## src/rtl/mash_pkg.sv

```systemverilog
package mash_pkg;
  // Width of the signed modulus increment (range -4..+5)
  localparam int INC_W = 5;

  // Half-scale offset selection
  typedef enum logic [1:0] {
    OFS_NONE = 2'b00,
    OFS_UP   = 2'b01,
    OFS_DN   = 2'b10,
    OFS_RSV  = 2'b11
  } ofs_e;
endpackage

```

## src/rtl/mash_ofs_add.sv

```systemverilog
module mash_ofs_add
  import mash_pkg::*;
#(
  parameter int FRAC_W = 21
) (
  input  logic [FRAC_W-1:0] frac_in,
  input  ofs_e              sel,
  output logic [FRAC_W-1:0] frac_out,
  output logic signed [1:0] int_adj
);
  localparam int SUM_W = FRAC_W + 2;
  localparam logic signed [SUM_W-1:0] HALF = SUM_W'(1) <<< (FRAC_W - 1);

  logic signed [SUM_W-1:0] half_term;
  logic signed [SUM_W-1:0] sum;

  always_comb begin
    case (sel)
      OFS_UP:  half_term = HALF;
      OFS_DN:  half_term = -HALF;
      default: half_term = '0;
    endcase
    sum = $signed({2'b00, frac_in}) + half_term;
    // wrap back into [0, 2^FRAC_W) and report the whole unit moved out
    frac_out = sum[FRAC_W-1:0];
    if (sum < 0)
      int_adj = -2'sd1;
    else if (sum[FRAC_W])
      int_adj = 2'sd1;
    else
      int_adj = 2'sd0;
  end
endmodule

```

## src/rtl/mash_acc_stage.sv

```systemverilog
module mash_acc_stage #(
  parameter int W = 21
) (
  input  logic         clk,
  input  logic         rst,
  input  logic         en,
  input  logic [W-1:0] din,
  output logic         carry,
  output logic [W-1:0] res_next,
  output logic [W-1:0] acc_q
);
  logic [W:0] sum;

  always_comb begin
    sum      = {1'b0, acc_q} + {1'b0, din};
    carry    = sum[W];
    res_next = sum[W-1:0];
  end

  always_ff @(posedge clk) begin
    if (rst)
      acc_q <= '0;
    else if (en)
      acc_q <= res_next;
  end


  acc_hold_chk: assert property (@(posedge clk) disable iff (rst)
    !en |=> $stable(acc_q));


  acc_wrap_chk: assert property (@(posedge clk) disable iff (rst)
    carry |-> (res_next < din));
endmodule

```

## src/rtl/mash_recomb.sv

```systemverilog
module mash_recomb #(
  parameter int OUT_W = 5
) (
  input  logic                    clk,
  input  logic                    rst,
  input  logic                    en,
  input  logic                    c1,
  input  logic                    c2,
  input  logic                    c3,
  input  logic signed [1:0]       adj,
  output logic signed [OUT_W-1:0] inc_next
);
  logic c2_d1;
  logic c3_d1;
  logic c3_d2;

  function automatic logic signed [OUT_W-1:0] bit_ext(input logic b);
    return signed'({{(OUT_W-1){1'b0}}, b});
  endfunction

  logic signed [OUT_W-1:0] adj_ext;
  logic signed [OUT_W-1:0] first_term;
  logic signed [OUT_W-1:0] second_term;
  logic signed [OUT_W-1:0] third_term;

  always_comb begin
    adj_ext     = signed'({{(OUT_W-2){adj[1]}}, adj});
    first_term  = bit_ext(c1);
    second_term = bit_ext(c2) - bit_ext(c2_d1);
    third_term  = bit_ext(c3) - (bit_ext(c3_d1) <<< 1) + bit_ext(c3_d2);
    inc_next    = first_term + second_term + third_term + adj_ext;
  end

  always_ff @(posedge clk) begin
    if (rst) begin
      c2_d1 <= 1'b0;
      c3_d1 <= 1'b0;
      c3_d2 <= 1'b0;
    end else if (en) begin
      c2_d1 <= c2;
      c3_d1 <= c3;
      c3_d2 <= c3_d1;
    end
  end


  delay_hold_chk: assert property (@(posedge clk) disable iff (rst)
    !en |=> $stable({c2_d1, c3_d1, c3_d2}));


  delay_shift_chk: assert property (@(posedge clk) disable iff (rst)
    en |=> (c3_d2 == $past(c3_d1)));
endmodule

```

## src/rtl/mash111_mod.sv

```systemverilog
module mash111_mod
  import mash_pkg::*;
#(
  parameter int FRAC_W = 21,
  parameter int ERR_W  = 6,
  parameter int INT_W  = 8
) (
  input  logic              clk,
  input  logic              rst,
  input  logic              step,
  input  logic [FRAC_W-1:0] frac_word,
  input  logic [1:0]        offset_sel,
  input  logic [INT_W-1:0]  int_n,
  output logic              mod_valid,
  output logic [INC_W-1:0]  mod_inc,
  output logic [INT_W-1:0]  mod_word,
  output logic [ERR_W-1:0]  err_word
);
  localparam int NSTAGE = 3;
  localparam int EXT_W  = INT_W - INC_W;

  logic [FRAC_W-1:0]       stage_in  [NSTAGE];
  logic [FRAC_W-1:0]       stage_res [NSTAGE];
  logic [FRAC_W-1:0]       stage_acc [NSTAGE];
  logic [NSTAGE-1:0]       stage_cy;
  logic signed [1:0]       int_adj;
  logic signed [INC_W-1:0] inc_next;
  logic [INT_W-1:0]        word_next;

  mash_ofs_add #(.FRAC_W(FRAC_W)) u_ofs (
    .frac_in  (frac_word),
    .sel      (ofs_e'(offset_sel)),
    .frac_out (stage_in[0]),
    .int_adj  (int_adj)
  );

  for (genvar i = 0; i < NSTAGE; i++) begin : g_stage
    if (i > 0) begin : g_link
      assign stage_in[i] = stage_res[i-1];
    end
    mash_acc_stage #(.W(FRAC_W)) u_acc (
      .clk      (clk),
      .rst      (rst),
      .en       (step),
      .din      (stage_in[i]),
      .carry    (stage_cy[i]),
      .res_next (stage_res[i]),
      .acc_q    (stage_acc[i])
    );
  end

  mash_recomb #(.OUT_W(INC_W)) u_rec (
    .clk      (clk),
    .rst      (rst),
    .en       (step),
    .c1       (stage_cy[0]),
    .c2       (stage_cy[1]),
    .c3       (stage_cy[2]),
    .adj      (int_adj),
    .inc_next (inc_next)
  );

  assign word_next = int_n + {{EXT_W{inc_next[INC_W-1]}}, inc_next};

  always_ff @(posedge clk) begin
    if (rst) begin
      mod_valid <= 1'b0;
      mod_inc   <= '0;
      mod_word  <= '0;
      err_word  <= '0;
    end else begin
      mod_valid <= step;
      if (step) begin
        mod_inc  <= inc_next;
        mod_word <= word_next;
        err_word <= stage_res[NSTAGE-1][FRAC_W-1 -: ERR_W];
      end
    end
  end


  reset_clear_chk: assert property (@(posedge clk) disable iff (rst)
    $past(rst) |-> (!mod_valid && mod_inc == '0 && mod_word == '0 && err_word == '0));


  valid_after_step_chk: assert property (@(posedge clk) disable iff (rst)
    mod_valid |-> $past(step));


  out_hold_chk: assert property (@(posedge clk) disable iff (rst)
    !step |=> ($stable(mod_word) && $stable(mod_inc) && $stable(err_word) && !mod_valid));


  word_sum_chk: assert property (@(posedge clk) disable iff (rst)
    mod_valid |-> (mod_word == $past(int_n) + {{EXT_W{mod_inc[INC_W-1]}}, mod_inc}));


  err_tap_chk: assert property (@(posedge clk) disable iff (rst)
    mod_valid |-> (err_word == stage_acc[NSTAGE-1][FRAC_W-1 -: ERR_W]));


  inc_range_chk: assert property (@(posedge clk) disable iff (rst)
    mod_valid |-> ($signed(mod_inc) >= -4 && $signed(mod_inc) <= 5));
endmodule

```

## config.mk

```make
export PLATFORM = sky130hd
export DESIGN_NAME = mash111_mod
export DESIGN_NICKNAME = d
export VERILOG_FILES = /design/src/rtl/mash_pkg.sv /design/src/rtl/mash_ofs_add.sv /design/src/rtl/mash_acc_stage.sv /design/src/rtl/mash_recomb.sv /design/src/rtl/mash111_mod.sv
export SDC_FILE = /design/constraint.sdc
export NUM_CORES = 1
export LEC_CHECK = 0
export BUFFER_PORTS_ARGS = -buffer_cell sky130_fd_sc_hd__buf_2
export CORE_UTILIZATION = 55
export CTS_CLUSTER_SIZE = 25
export DETAILED_ROUTE_END_ITERATION = 7
export GPL_TIMING_DRIVEN = 0
export PLACE_DENSITY = 0.78
export SYNTH_ARGS = -nofsm -noshare
export SYNTH_HDL_FRONTEND = slang
export SYNTH_SLANG_ARGS = --single-unit
```

## constraint.sdc

```tcl
create_clock -name clk -period 7.7 [get_ports clk]
set_input_delay 0.77 -clock clk [delete_from_list [all_inputs] [get_ports clk]]
set_output_delay 0.77 -clock clk [all_outputs]
set_load 0.01 [all_outputs]
```

### After elaboration in Yosys (flattened, before gate mapping)

Index checks and enable logic that the tools add are counted.

| word-level totals | value |
|---|---|
| flip-flop bits (word level) | 86 |
| input bits | 34 |
| output and inout bits | 20 |
| logic and storage cells | 27 |

| operators by class | value |
|---|---|
| add/subtract/negate cells | 11 |
| $lt $le $gt $ge | 1 |
| eq/ne operators | 2 |
| multiplexer cells | 3 |

Operators by type and width:

| operator | number |
|---|---|
| 21-bit by 21-bit adder with 22-bit output | 3 |
| 23-bit one-hot mux with 2 select lines | 1 |
| 22-bit by 23-bit adder with 23-bit output | 1 |
| 23-bit by 1-bit < comparator with 1-bit output (second input constant) | 1 |
| 5-bit by 2-bit adder with 5-bit output | 2 |
| 8-bit adder | 1 |
| 2-bit by 5-bit adder with 5-bit output | 1 |
| 5-bit adder | 1 |
| 1-bit by 2-bit subtractor with 3-bit output | 1 |
| 2-bit by 1-bit == test with 1-bit output (second input constant) | 1 |
| 2-bit == test (second input constant) | 1 |
| 2-bit two-way mux | 1 |
| 1-bit by 1-bit subtractor with 2-bit output | 1 |
| 1-bit two-way mux | 1 |

### Longest topological paths before layout

| depth | value |
|---|---|
| depth in word-level cells | 11 |
| mapped depth | 36 |
| gate-level depth less buffers | 36 |

### Modules after synthesis

From an unflattened synthesis, not the netlist that was laid out.

| unflattened totals | value |
|---|---|
| cell total of the unflattened synthesis | 978 |
| area, all modules | 7,842.5 µm² |

Modules (own cells, without submodules):

| module | times used | cells an instance | area each (µm²) | sequential area each (µm²) |
|---|---|---|---|---|
| mash_acc_stage | 3 | 268 | 2,088.3 | 420.4 |
| mash111_mod | 1 | 111 | 1,054.8 | 400.4 |
| mash_recomb | 1 | 36 | 320.3 | 60.1 |
| mash_ofs_add | 1 | 27 | 202.7 | 0.0 |

### Worst setup path after synthesis

No wires, ideal clock.

| timing | value |
|---|---|
| kind | input-to-reg |
| start point | in frac_word[6] |
| end point | reg mod_word[7] |
| setup time | 0.117 ns |
| arrival time | 7.012 ns |
| required time | 7.583 ns |
| setup slack | 0.572 ns |
| cell stages on the path | 32 |
| path buffers | 1 |
| cell sequence | ha_1 -> a21o_1 -> a31o_1 -> a21o_1 -> a31o_4 -> a211o_1 -> and2_1 -> ha_1 -> buf_2 -> a21oi_1 -> o21ai_0 -> or2_2 -> a21oi_1 -> xnor2_1 -> ha_1 -> and3_1 -> nand2_1 -> a211o_1 -> nand3_1 -> nand4_1 -> nand2_1 -> fa_1 -> inv_1 -> fa_1 -> inv_1 -> fa_1 -> ha_1 -> a21oi_1 -> o21ai_0 -> o41ai_1 -> xnor2_1 -> a22o_1 |

| on the way | value |
|---|---|
| word-level cells in the longest chain between the ends | 9 |
| elaborated cells on any way between the ends | 14 |
| classes of those cells | add/sub (11); order compare (1); mux (2) |

RTL lines:

| item | line | source |
|---|---|---|
| start, declared | mash111_mod.sv:11 | `input logic [FRAC_W-1:0] frac_word,` |
| 22-bit by 23-bit adder with 23-bit output | mash_ofs_add.sv:23 | `sum = $signed({2'b00, frac_in}) + half_term;` |
| 21-bit by 21-bit adder with 22-bit output | mash_acc_stage.sv:15 | `sum = {1'b0, acc_q} + {1'b0, din};` |
| named net g_stage[0].u_acc.res_next[11] | mash_acc_stage.sv:9 | `output logic [W-1:0] res_next,` |
| 21-bit by 21-bit adder with 22-bit output | mash_acc_stage.sv:15 |  |
| named net g_stage[1].u_acc.res_next[14] | mash_acc_stage.sv:9 |  |
| 21-bit by 21-bit adder with 22-bit output | mash_acc_stage.sv:15 |  |
| named net g_stage[2].u_acc.carry | mash_acc_stage.sv:8 | `output logic carry,` |
| 1-bit by 2-bit subtractor with 3-bit output | mash_recomb.sv:30 | `third_term = bit_ext(c3) - (bit_ext(c3_d1) <<< 1) + bit_ext(c3_d2);` |
| 5-bit by 2-bit adder with 5-bit output | mash_recomb.sv:30 |  |
| 5-bit adder | mash_recomb.sv:31 | `inc_next = first_term + second_term + third_term + adj_ext;` |
| 5-bit by 2-bit adder with 5-bit output | mash_recomb.sv:31 |  |
| named net inc_next[2] | mash111_mod.sv:27 | `logic signed [INC_W-1:0] inc_next;` |
| 8-bit adder | mash111_mod.sv:63 | `assign word_next = int_n + {{EXT_W{inc_next[INC_W-1]}}, inc_next};` |
| end signal, assigned | mash111_mod.sv:75 | `mod_word <= word_next;` |
| end, declared | mash111_mod.sv:16 | `output logic [INT_W-1:0] mod_word,` |

The timed path passes the listed nets, and every way through them passes these cells.
A chain may end at the register's enable or synchronous reset.

### Worst setup path after layout

Ends and elaborated chain as after synthesis.

==> parameters.txt <==
Parameter                              Value

Outcome
  Outcome    complete, no violations

Worst hold path
  Hold path start    g_stage[1].u_acc.acc_q[20]
  Kind of path behind the tightest hold check    flip-flop to flip-flop
  Hold path cells    2

Drt
  Via count    5,785
  Routed wire length    about 17,000 µm
  WL per Instance    17.4 µm
  ANT nets after route    0
  DR DRC count    0
  Ratio of routed vias to standard cells    between 5 and 6
  First-iteration detailed-routing DRC count    361
  1st-pass router iterations    7

Global route
  First-pass GRT wire length    27,500 µm
  Initial antenna violation count    0
  Overall fraction of global-route tracks in use    28.1%
  Pin count of the biggest net entering global routing    14
  Aggregate global routing overflow    0
  Via count of the first global-routing pass    about 5,700

Synthesis
  Number of register bits inferred by synthesis    80
  Area of the mapped netlist    6470 µm²
  Post-synth net total    877
  Multiplexer share of the synthesized area    roughly 5.6%
  Share of synthesized registers carrying an async set or reset    0%
  Xor/xnor share of the synthesized area    7.71%
  Fraction of synthesized cell area taken by the top area cell type    24.7%
  Share of synthesized area occupied by flip-flops and latches    between 20% and 30%
  Ys flop type    dfxtp_1
  Simple-Gate Fraction of Synth Area    16.4%
  Adder-cell share of the synthesized area    17.9%
  Area contributors post-synth    dfxtp_1, ha_1, mux2i_1, xnor2_1, a21oi_1
  Mapped Cells    756
  Main combinational cell family by area after synthesis    compound AO/OA/AOI/OAI gates
  Synthesis Warnings    0
  Commonest cells in the synthesized netlist    dfxtp_1, ha_1, nor2_1
  Synthesized area per cell    between 8 and 9 µm²
  Post-synthesis cell type count    a little under 70
  Count of flip-flops with a built-in enable after synthesis    0
  Synth Area in Compound Gates    between 20% and 30%
  Most instantiated library cell after synthesis    dfxtp_1
  Synth area leader    dfxtp_1

Die
  Initial core utilization    56.5%
  Die Footprint    12,200 µm²
  Placeable core area    11,500 µm²
  Die span in y    110 µm
  Count of standard-cell rows    39
  Die boundary width    around 110 µm
  I/O pin count    between 50 and 60

Clock network
  Clock Latency Late Sink    350 ps
  Clock-pin slew on the worst setup and hold paths    around 60 ps
  Cts hold-fix bufs    0
  Num CTS Buffers    9
  Clock tree from TritonCTS    built
  Number of clock sinks    80
  Maximum buffer depth of the clock tree    2
  Number of H-tree branching levels    3
  Root Buffer    clkbuf_16

Layout
  Count of non-filler cells in the finished layout    around 970
  Filler cell count    950
  Proportion of layout cells with a drive suffix above 1    16.5%
  Area Overhead vs Synth    16.0%
  Final cell utilization of the core    65.5%
  Area of combinational cells with multiple inputs    4790 µm²
  Register cell area after layout    between 1500 and 2000 µm²
  # diodes    0
  Post-route cell area    between 7000 and 8000 µm²
  Post-layout nets    about 950

Power
  Areal power density over the cells    548 nW/µm²
  Pwr Total    0.00412 W
  Lkg Pwr    3.56 nW
  Worst supply voltage drop on vdd    0.000307 V

Setup path
  Crit-path max FO    9
  Slowest Stage Delay on Critical Path    480 ps
  Category of the most critical setup path    primary input to flip-flop
  R2r startpoint    g_stage[0].u_acc.acc_q[0]
  Worst-path cell with the longest stage delay    fa_2
  Worst endpoint data arrival time    7590 ps
  Worst setup path startpoint    frac_word[6]
  Required time of the critical path    just under 8000 ps
  Crit path capture type    flip-flop
  Reg2reg path depth    33
  Launching element type of the critical path    primary input

Timing
  Number of pins exceeding their max-slew limit in the final report    0
  Final Hold Viols    0
  Fmax    136 MHz
  Transition at the pin with the smallest max-transition slack    a little under 1000 ps
  Setup violation total in the final timing report    0
  Max-slew headroom at the worst pin    34.4%
  Sum of negative setup slack    0 ps
  Share of the cycle needed by the critical path after routing    a little over nine tenths
  Clk_skew    5.91 ps
  Final Critical Period    7340 ps

Placement
  IO Port Bufs    53
  Routability congestion estimate from global placement    ~0.91
  Cell total after placement    952
  Post-detail-place hpwl    13,000 µm
  DP Area    between 6000 and 7000 µm²

Flow run
  Max-capacitance violation count    0
-- registers in the layout, indices dropped and copies added, names as in the netlist --
register,count
mod_word,8
u_rec.c3_d2,1
mod_valid,1
u_rec.c2_d1,1
g_stage.u_acc.acc_q,57
mod_inc,5
u_rec.c3_d1,1
err_word,6
-- layout by cell type, fill, tap and decap left out, drive strengths merged, types with 3 or more instances in the layout --
master  count
a211oi      9
a21boi      3
a21o       30
a21oi      57
a22o       25
a311oi      3
a31o        3
a31oi      15
a41oi       3
and2        6
and3        9
and4        4
buf        76
bufinv      3
clkbuf     27
dfxtp      80
fa          9
ha         78
inv        31
mux2i      36
nand2      61
nand2b      6
nand3      20
nand4       6
nor2       71
nor2b       6
nor3       10
nor3b       9
o211ai      4
o21a        7
o21ai      27
o21bai      7
or3         3
xnor2      41
xor2       16
-- per-stage QoR --
step	hold slack (ps)	setup slack [ps]
after detailed placement	465	-483
final	483	356
after global routing	492	-41.7
after global placement	462	-309
after floorplan	446	572
after CTS	484	14.8
-- cell families (layout without fill, tap and decap cells) --
group	after synthesis	after routing
muxes	36	36
adders and majority gates	87	87
AOI/OAI and AO/OA	212	212
xor gates and xnor gates	57	57
and+or+nand+nor	219	219
buffers and inverters	65	139
DFF	80	80
-- final timing paths --
check / slack (ps) / to
max: 360 / mod_word[7]
min: 480 / g_stage[1].u_acc.acc_q[20]
max reg2reg: 540 / mod_word[7]
min reg2reg: 480 / g_stage[1].u_acc.acc_q[20]
-- repair_timing --
item / 4_1_cts / 5_1_grt
setup endpoints to repair: 1 / 5
resized for setup: 2 / 39
gates cloned: 0 / 0
pin swaps: 1 / 11
buffers inserted: 2 / 5
-- layout make-up --
type | instances | area share [%]
tap | 143 | 2.38
inverter | 31 | 1.55
timing repair buffer | 60 | 4.23
clock buffer | 10 | 3.18
multi-input combinational | 611 | 63.8
buffer | 33 | 2.15
clock inverter | 5 | 1.40
sequential | 80 | 21.3
-- where the power goes --
part / switching, W / internal [W] / leakage, nW
Combinational: 0.00168 / 0.00131 / 2.74
Clock: 0.000177 / 0.000324 / 0.161
Sequential: 0.0000790 / 0.000545 / 0.661
Total: 0.00194 / 0.00218 / 3.56
-- routing by layer --
| layer | vias to the layer above | share of wire (%) | track usage, % |
|---|---|---|---|
| met3 | 36 | 5.4 | 3.51 |
| met4 | 0 | 3.0 | 12.7 |
| met5 | - | 0 | 0 |
| met2 | 164 | 47 | 45.6 |
| met1 | 2693 | 45 | 37.3 |
| li1 | 2892 | - | - |
-- critical path: cells and delay by family --
kind            cells  cell delay (ps)
simple gates        7              870
fa+ha+maj           7             2310
compound gates     13             2920
buf+inv             4              430
xor+xnor            2              260
Note: power is estimated with default switching activity, not from simulation.
